### src/rtl/rsr_pkg.sv
package rsr_pkg;
   // Port positions used at a ring switch
   localparam int RP_LOCAL   = 0;
   localparam int RP_CW      = 1;
   localparam int RP_CCW     = 2;
   localparam int RP_HUB     = 3;
   localparam int RING_PORTS = 4;
endpackage

### src/rtl/rsr_ring_dist.sv
module rsr_ring_dist #(
   parameter int POS_W = 4,
   parameter int REACH = 2
) (
   input  logic [POS_W-1:0] src_pos,
   input  logic [POS_W-1:0] dst_pos,
   output logic             is_self,
   output logic             cw_near,
   output logic             ccw_near
);
   localparam logic [POS_W-1:0] REACH_V = POS_W'(REACH);

   logic [POS_W-1:0] fwd_gap;
   logic [POS_W-1:0] back_gap;

   // the ring length is a power of two, so plain subtraction wraps mod N
   always_comb begin
      fwd_gap  = dst_pos - src_pos;
      back_gap = src_pos - dst_pos;
      is_self  = (fwd_gap == '0);
      cw_near  = !is_self && (fwd_gap  <= REACH_V);
      ccw_near = !is_self && (back_gap <= REACH_V);
   end
endmodule

### src/rtl/rsr_ring_sel.sv
module rsr_ring_sel
   import rsr_pkg::*;
#(
   parameter int PORT_W = 17,
   parameter int POS_W  = 4,
   parameter int SUB_W  = 2,
   parameter int REACH  = 2
) (
   input  logic [POS_W-1:0]  own_pos,
   input  logic [SUB_W-1:0]  own_sub,
   input  logic [POS_W-1:0]  dst_pos,
   input  logic [SUB_W-1:0]  dst_sub,
   output logic [PORT_W-1:0] sel
);
   logic self_hit, cw_hit, ccw_hit;

   rsr_ring_dist #(.POS_W(POS_W), .REACH(REACH)) u_dist (
      .src_pos  (own_pos),
      .dst_pos  (dst_pos),
      .is_self  (self_hit),
      .cw_near  (cw_hit),
      .ccw_near (ccw_hit)
   );

   always_comb begin
      sel = '0;
      if (dst_sub != own_sub) sel[RP_HUB]   = 1'b1;
      else if (self_hit)      sel[RP_LOCAL] = 1'b1;
      else if (cw_hit)        sel[RP_CW]    = 1'b1;
      else if (ccw_hit)       sel[RP_CCW]   = 1'b1;
      else                    sel[RP_HUB]   = 1'b1;
   end
endmodule

### src/rtl/rsr_hub_sel.sv
module rsr_hub_sel #(
   parameter int NODES  = 16,
   parameter int PORT_W = 17,
   parameter int POS_W  = 4,
   parameter int SUB_W  = 2
) (
   input  logic [SUB_W-1:0]  own_sub,
   input  logic [POS_W-1:0]  dst_pos,
   input  logic [SUB_W-1:0]  dst_sub,
   output logic [PORT_W-1:0] sel
);
   logic local_net;
   assign local_net = (dst_sub == own_sub);

   // one direct link per core on the ring
   for (genvar gi = 0; gi < NODES; gi++) begin : g_core_link
      assign sel[gi] = local_net && (dst_pos == POS_W'(gi));
   end
   // base station uplink sits just above the core links
   assign sel[NODES] = !local_net;
   if (PORT_W > NODES + 1) begin : g_pad
      assign sel[PORT_W-1:NODES+1] = '0;
   end
endmodule

### src/rtl/rsr_route_hold.sv
module rsr_route_hold #(
   parameter int PORT_W = 17
) (
   input  logic              clk,
   input  logic              rst_n,
   input  logic              vld,
   input  logic              head,
   input  logic [PORT_W-1:0] fresh,
   output logic [PORT_W-1:0] sel
);
   logic [PORT_W-1:0] held_q;

   always_ff @(posedge clk) begin
      if (!rst_n)           held_q <= '0;
      else if (vld && head) held_q <= fresh;
   end

   always_comb begin
      if (!vld)      sel = '0;
      else if (head) sel = fresh;
      else           sel = held_q;
   end
endmodule

### src/rtl/rsr_route_unit.sv
module rsr_route_unit
   import rsr_pkg::*;
#(
   parameter int RING_NODES = 16,
   parameter int SUBNETS    = 4,
   parameter int RING_REACH = 2,
   localparam int POS_W     = $clog2(RING_NODES),
   localparam int SUB_W     = $clog2(SUBNETS),
   localparam int DEST_W    = POS_W + SUB_W,
   localparam int PORT_W    = (RING_NODES + 1 > RING_PORTS) ? RING_NODES + 1 : RING_PORTS
) (
   input  logic              clk,
   input  logic              rst_n,
   input  logic              flit_vld,
   input  logic              flit_head,
   input  logic              at_hub,
   input  logic [POS_W-1:0]  node_pos,
   input  logic [SUB_W-1:0]  node_subnet,
   input  logic [DEST_W-1:0] dest_id,
   output logic [PORT_W-1:0] port_sel
);
   // elaboration-time parameter checks
   if ((1 << POS_W) != RING_NODES) begin : g_bad_ring
      $error("RING_NODES must be a power of two");
   end
   if ((1 << SUB_W) != SUBNETS) begin : g_bad_sub
      $error("SUBNETS must be a power of two");
   end
   if (RING_REACH < 1 || 2 * RING_REACH >= RING_NODES) begin : g_bad_reach
      $error("RING_REACH must be at least 1 and leave no tie between directions");
   end

   logic [POS_W-1:0]  dst_pos;
   logic [SUB_W-1:0]  dst_sub;
   logic [PORT_W-1:0] ring_choice, hub_choice, fresh_choice;

   assign dst_pos = dest_id[POS_W-1:0];
   assign dst_sub = dest_id[DEST_W-1:POS_W];

   rsr_ring_sel #(.PORT_W(PORT_W), .POS_W(POS_W), .SUB_W(SUB_W), .REACH(RING_REACH)) u_ring (
      .own_pos (node_pos),
      .own_sub (node_subnet),
      .dst_pos (dst_pos),
      .dst_sub (dst_sub),
      .sel     (ring_choice)
   );

   rsr_hub_sel #(.NODES(RING_NODES), .PORT_W(PORT_W), .POS_W(POS_W), .SUB_W(SUB_W)) u_hub (
      .own_sub (node_subnet),
      .dst_pos (dst_pos),
      .dst_sub (dst_sub),
      .sel     (hub_choice)
   );

   assign fresh_choice = at_hub ? hub_choice : ring_choice;

   rsr_route_hold #(.PORT_W(PORT_W)) u_hold (
      .clk   (clk),
      .rst_n (rst_n),
      .vld   (flit_vld),
      .head  (flit_head),
      .fresh (fresh_choice),
      .sel   (port_sel)
   );
endmodule

### config.mk
export PLATFORM = sky130hd
export DESIGN_NAME = rsr_route_unit
export DESIGN_NICKNAME = d
export VERILOG_FILES = /design/src/rtl/rsr_pkg.sv /design/src/rtl/rsr_ring_dist.sv /design/src/rtl/rsr_ring_sel.sv /design/src/rtl/rsr_hub_sel.sv /design/src/rtl/rsr_route_hold.sv /design/src/rtl/rsr_route_unit.sv
export SDC_FILE = /design/constraint.sdc
export NUM_CORES = 1
export LEC_CHECK = 0
export BUFFER_PORTS_ARGS = -buffer_cell sky130_fd_sc_hd__buf_2
export CAP_MARGIN = 15
export CORE_MARGIN = 3
export CORE_UTILIZATION = 50
export DETAILED_ROUTE_END_ITERATION = 10
export GPL_TIMING_DRIVEN = 0
export PLACE_DENSITY = 0.72
export REMOVE_ABC_BUFFERS = 1
export SETUP_SLACK_MARGIN = 0.15
export SLEW_MARGIN = 20
export SYNTH_ARGS = -nofsm -noshare
export SYNTH_HDL_FRONTEND = slang
export SYNTH_HIERARCHICAL = 1
export SYNTH_SLANG_ARGS = --single-unit
### constraint.sdc
create_clock -name clk -period 7.2 [get_ports clk]
set_input_delay 1.44 -clock clk [delete_from_list [all_inputs] [get_ports clk]]
set_output_delay 1.44 -clock clk [all_outputs]
set_load 0.05 [all_outputs]
==> key figures <==
Power
  – Maximum VDD drop: between 100 and 150 uV
  – Power, Total: about 270 uW
  – Pwr Density: around 130 nW/um2
  – P_leak: roughly 0.00086 uW

Yosys
  – Simple logic cell fraction of the synthesized area: a little over a quarter
  – #FFs+latches synth: 17
  – EDFF count, synth: 0
  – Post-Syn Area per Cell: ~8.7 um2
  – Post-synthesis sequential area ratio: 17.8%
  – Post-synth cell types: 38
  – Ys flop type: dfxtp_1
  – Share of the synthesized area in the top cell type: roughly 18%
  – Fraction of synthesized area in multiplexers: between 20% and 30%
  – Synth Warn #: 6
  – Cells after synthesis: 220
  – Mapped cell area: around 1900 um2
  – Adder-cell area share of the yosys netlist: under 10%
  – Top post-synthesis cells by count: 21 x nand2_1, 17 x dfxtp_1, 17 x mux2i_1, 17 x nand4_1, 17 x nor2b_1
  – Dominant cell type by area after synthesis: dfxtp_1
  – Main combinational cell family by area after synthesis: simple AND/OR/NAND/NOR gates
  – Compound-gate portion of the synthesized area: under 10%
  – Asr flop ratio synth: 0%
  – Most frequent cell after synthesis: nand2_1
  – Synth area leaders: dfxtp_1 18%, mux2i_1 8.9%, mux2_4 7.8%, buf_4 5.9%, nand4_1 5.6%
  – XOR/XNOR Fraction of Synth Area: 4.91%

Drt
  – Final ANT Viol Nets: 0
  – First drt pass iteration count: 4
  – Number of remaining DRC errors: 0
  – Via density: 5.34
  – Via count: around 1.5k
  – Final wirelength: 3420 um
  – DRT iter0 DRCs: 62
  – WL per Instance: ~12 um

STA
  – Final setup fails: 0
  – Max Transition Viols Final: 0
  – Total negative slack: 0 ns
  – Max transition margin: between 40% and 50%
  – Crit path time final: between 5 and 6 ns
  – Clock skew: 0 ns
  – Hold violation count in the final report: 0
  – Worst slew pin tran: between 0.7 and 0.8 ns
  – Final Cycle Share: ~78%
  – FMAX: 178 MHz
  – Unrepaired setup endpoints after global routing: false

Clocking
  – Post_cts resized: 0
  – CTS Hold Buffers Added: 0
  – CTS max path bufs: 2
  – # clock sinks: 17
  – Root Driver: clkbuf_8
  – # H-tree levels: 1
  – Num CTS Buffers: 3
  – Setup bufs post-CTS: 0
  – Worst-Skew Late Latency: 0.25 ns
  – Clock slew at the register clock pins of the worst setup and hold paths: 0.07 ns
  – CTS tree: done

Worst setup path
  – CP max-delay cell: fa_1
  – Crit path capture type: primary output
  – Maximum fanout count along the critical path: 6
  – Most used cell, CP: buf_2
  – Crit path required time: around 5.8 ns
  – Worst path cell trace: buf_2, inv_1, ha_1, fa_1, xor2_1, and3_4, a211o_1, a21oi_1, or3b_1, nor3_1, mux2_2, mux2i_1, nor2b_1, buf_2
  – Worst setup SP type: input pin
  – Critical path class: input pin to primary output
  – WP data arrival: 4.17 ns
  – Crit path largest cell delay: approximately 0.38 ns

Run
  – Maxcap violations: 0

Floorplanning
  – Core Region: ~3500 um2
  – Boundary Pins: 34
  – Rows: 21
  – DIE HEIGHT: 67.9 um
  – Die W: 67.9 um
  – Initial Utilization: a little over half
  – Area of the die: between 4000 and 5000 um2

Layout
  – Largest register FFs: 17
  – Share of cells above drive strength 1: about 30%
  – Diodes inserted: 0
  – Largest Register: u_hold/held_q
  – Largest registers: u_hold/held_q (17)
  – Fin cells: around 280
  – Final nets: about 260
  – Final instance area: a little under 2000 um2
  – Layout area overhead: 3.07%

Placement
  – Area after DPL: between 1500 and 2000 um2
  – Final HPWL DP: about 2400 um
  – # port buffers: 33
  – Placed cell count: 280
  – RePlAce Congestion: just under 0.8

GRT
  – First-pass GRT wire length: slightly above 6000 um
  – Vias in the first global route: approximately 1.3k
  – GRT overflow: 0
  – GR Util All Layers: about 17%
  – Antenna violations before repair: 0
  – Largest net degree at the start of global routing: 36

Status
  – Status: completed

Hold path
  – Worst hold path type: flop to flop
worst max-delay path: cells and delay by family:
kind / cells / cell delay [ns]
mux: 2 / 0.26
compound gates: 2 / 0.42
xor+xnor: 1 / 0.18
buf+inv: 3 / 0.45
fa+ha+maj: 2 / 0.60
simple gates: 4 / 0.82
routing by layer:
metal  vias to the layer above  global-route usage (%)  share of wire [%]
met1                       688                    22.5                 48
met4                         0                    4.22               0.73
met5                         -                       0                  0
li1                        791                       -                  -
met2                        33                    28.8                 47
met3                         4                    2.96                4.5
placed cells by master, fill, tap and decap left out, drive strengths merged:
master  instances
a211o           1
a21oi           3
and2            1
and3            1
buf            33
clkbuf          4
conb           13
dfxtp          17
fa              2
ha              6
inv             6
mux2           17
mux2i          17
nand2          21
nand2b          4
nand3           1
nand4          17
nor2            2
nor2b          17
nor3            2
nor3b           1
nor4           16
nor4b           1
o211ai          1
o21a            1
o21ai          19
or2             3
or3             1
or3b            1
xnor2           1
xor2            8
area by class of cell:
cell class | count | area [um2]
inverter | 6 | 22.5
multi-input combinational | 178 | 1340
fill | 344 | 1520
tap | 46 | 57.6
clock buffer | 4 | 45.0
timing repair buffer | 33 | 165
sequential | 17 | 340
cell families after synthesis:
group | Yosys count
AOI/OAI and AO/OA | 25
xor gates and xnor gates | 9
adders and majority gates | 8
buffers and inverters | 37
DFF | 17
muxes | 34
other | 1
and+or+nand+nor | 89
path summary, 6_finish.rpt:
check,depth (start not counted),start,endpoint,slack [ns]
worst max-delay path,14,dest_id[0],port_sel[2],1.59
worst min-delay path,2,u_hold/held_q[9],u_hold/held_q[9],0.46
worst max register to register,2,u_hold/held_q[0],u_hold/held_q[0],6.59
worst min register to register,2,u_hold/held_q[9],u_hold/held_q[9],0.46
through the flow:
step	hold WS, ns	utilization [%]	setup slack, ns
2_1_floorplan	0.435	-	1.58
3_3_place_gp	0.444	55.1	1.59
3_5_place_dp	0.448	55.1	1.59
4_1_cts	0.460	56.4	1.58
5_1_grt	0.484	56.4	1.38
6_report	0.458	56.4	1.59
power by group:
group          switching (uW)  internal [uW]
registers                1.27           97.1
clock network            31.6           39.2
logic                    60.6           36.2
total                    93.4            172
No activity file was read; power rests on OpenSTA's default activity.
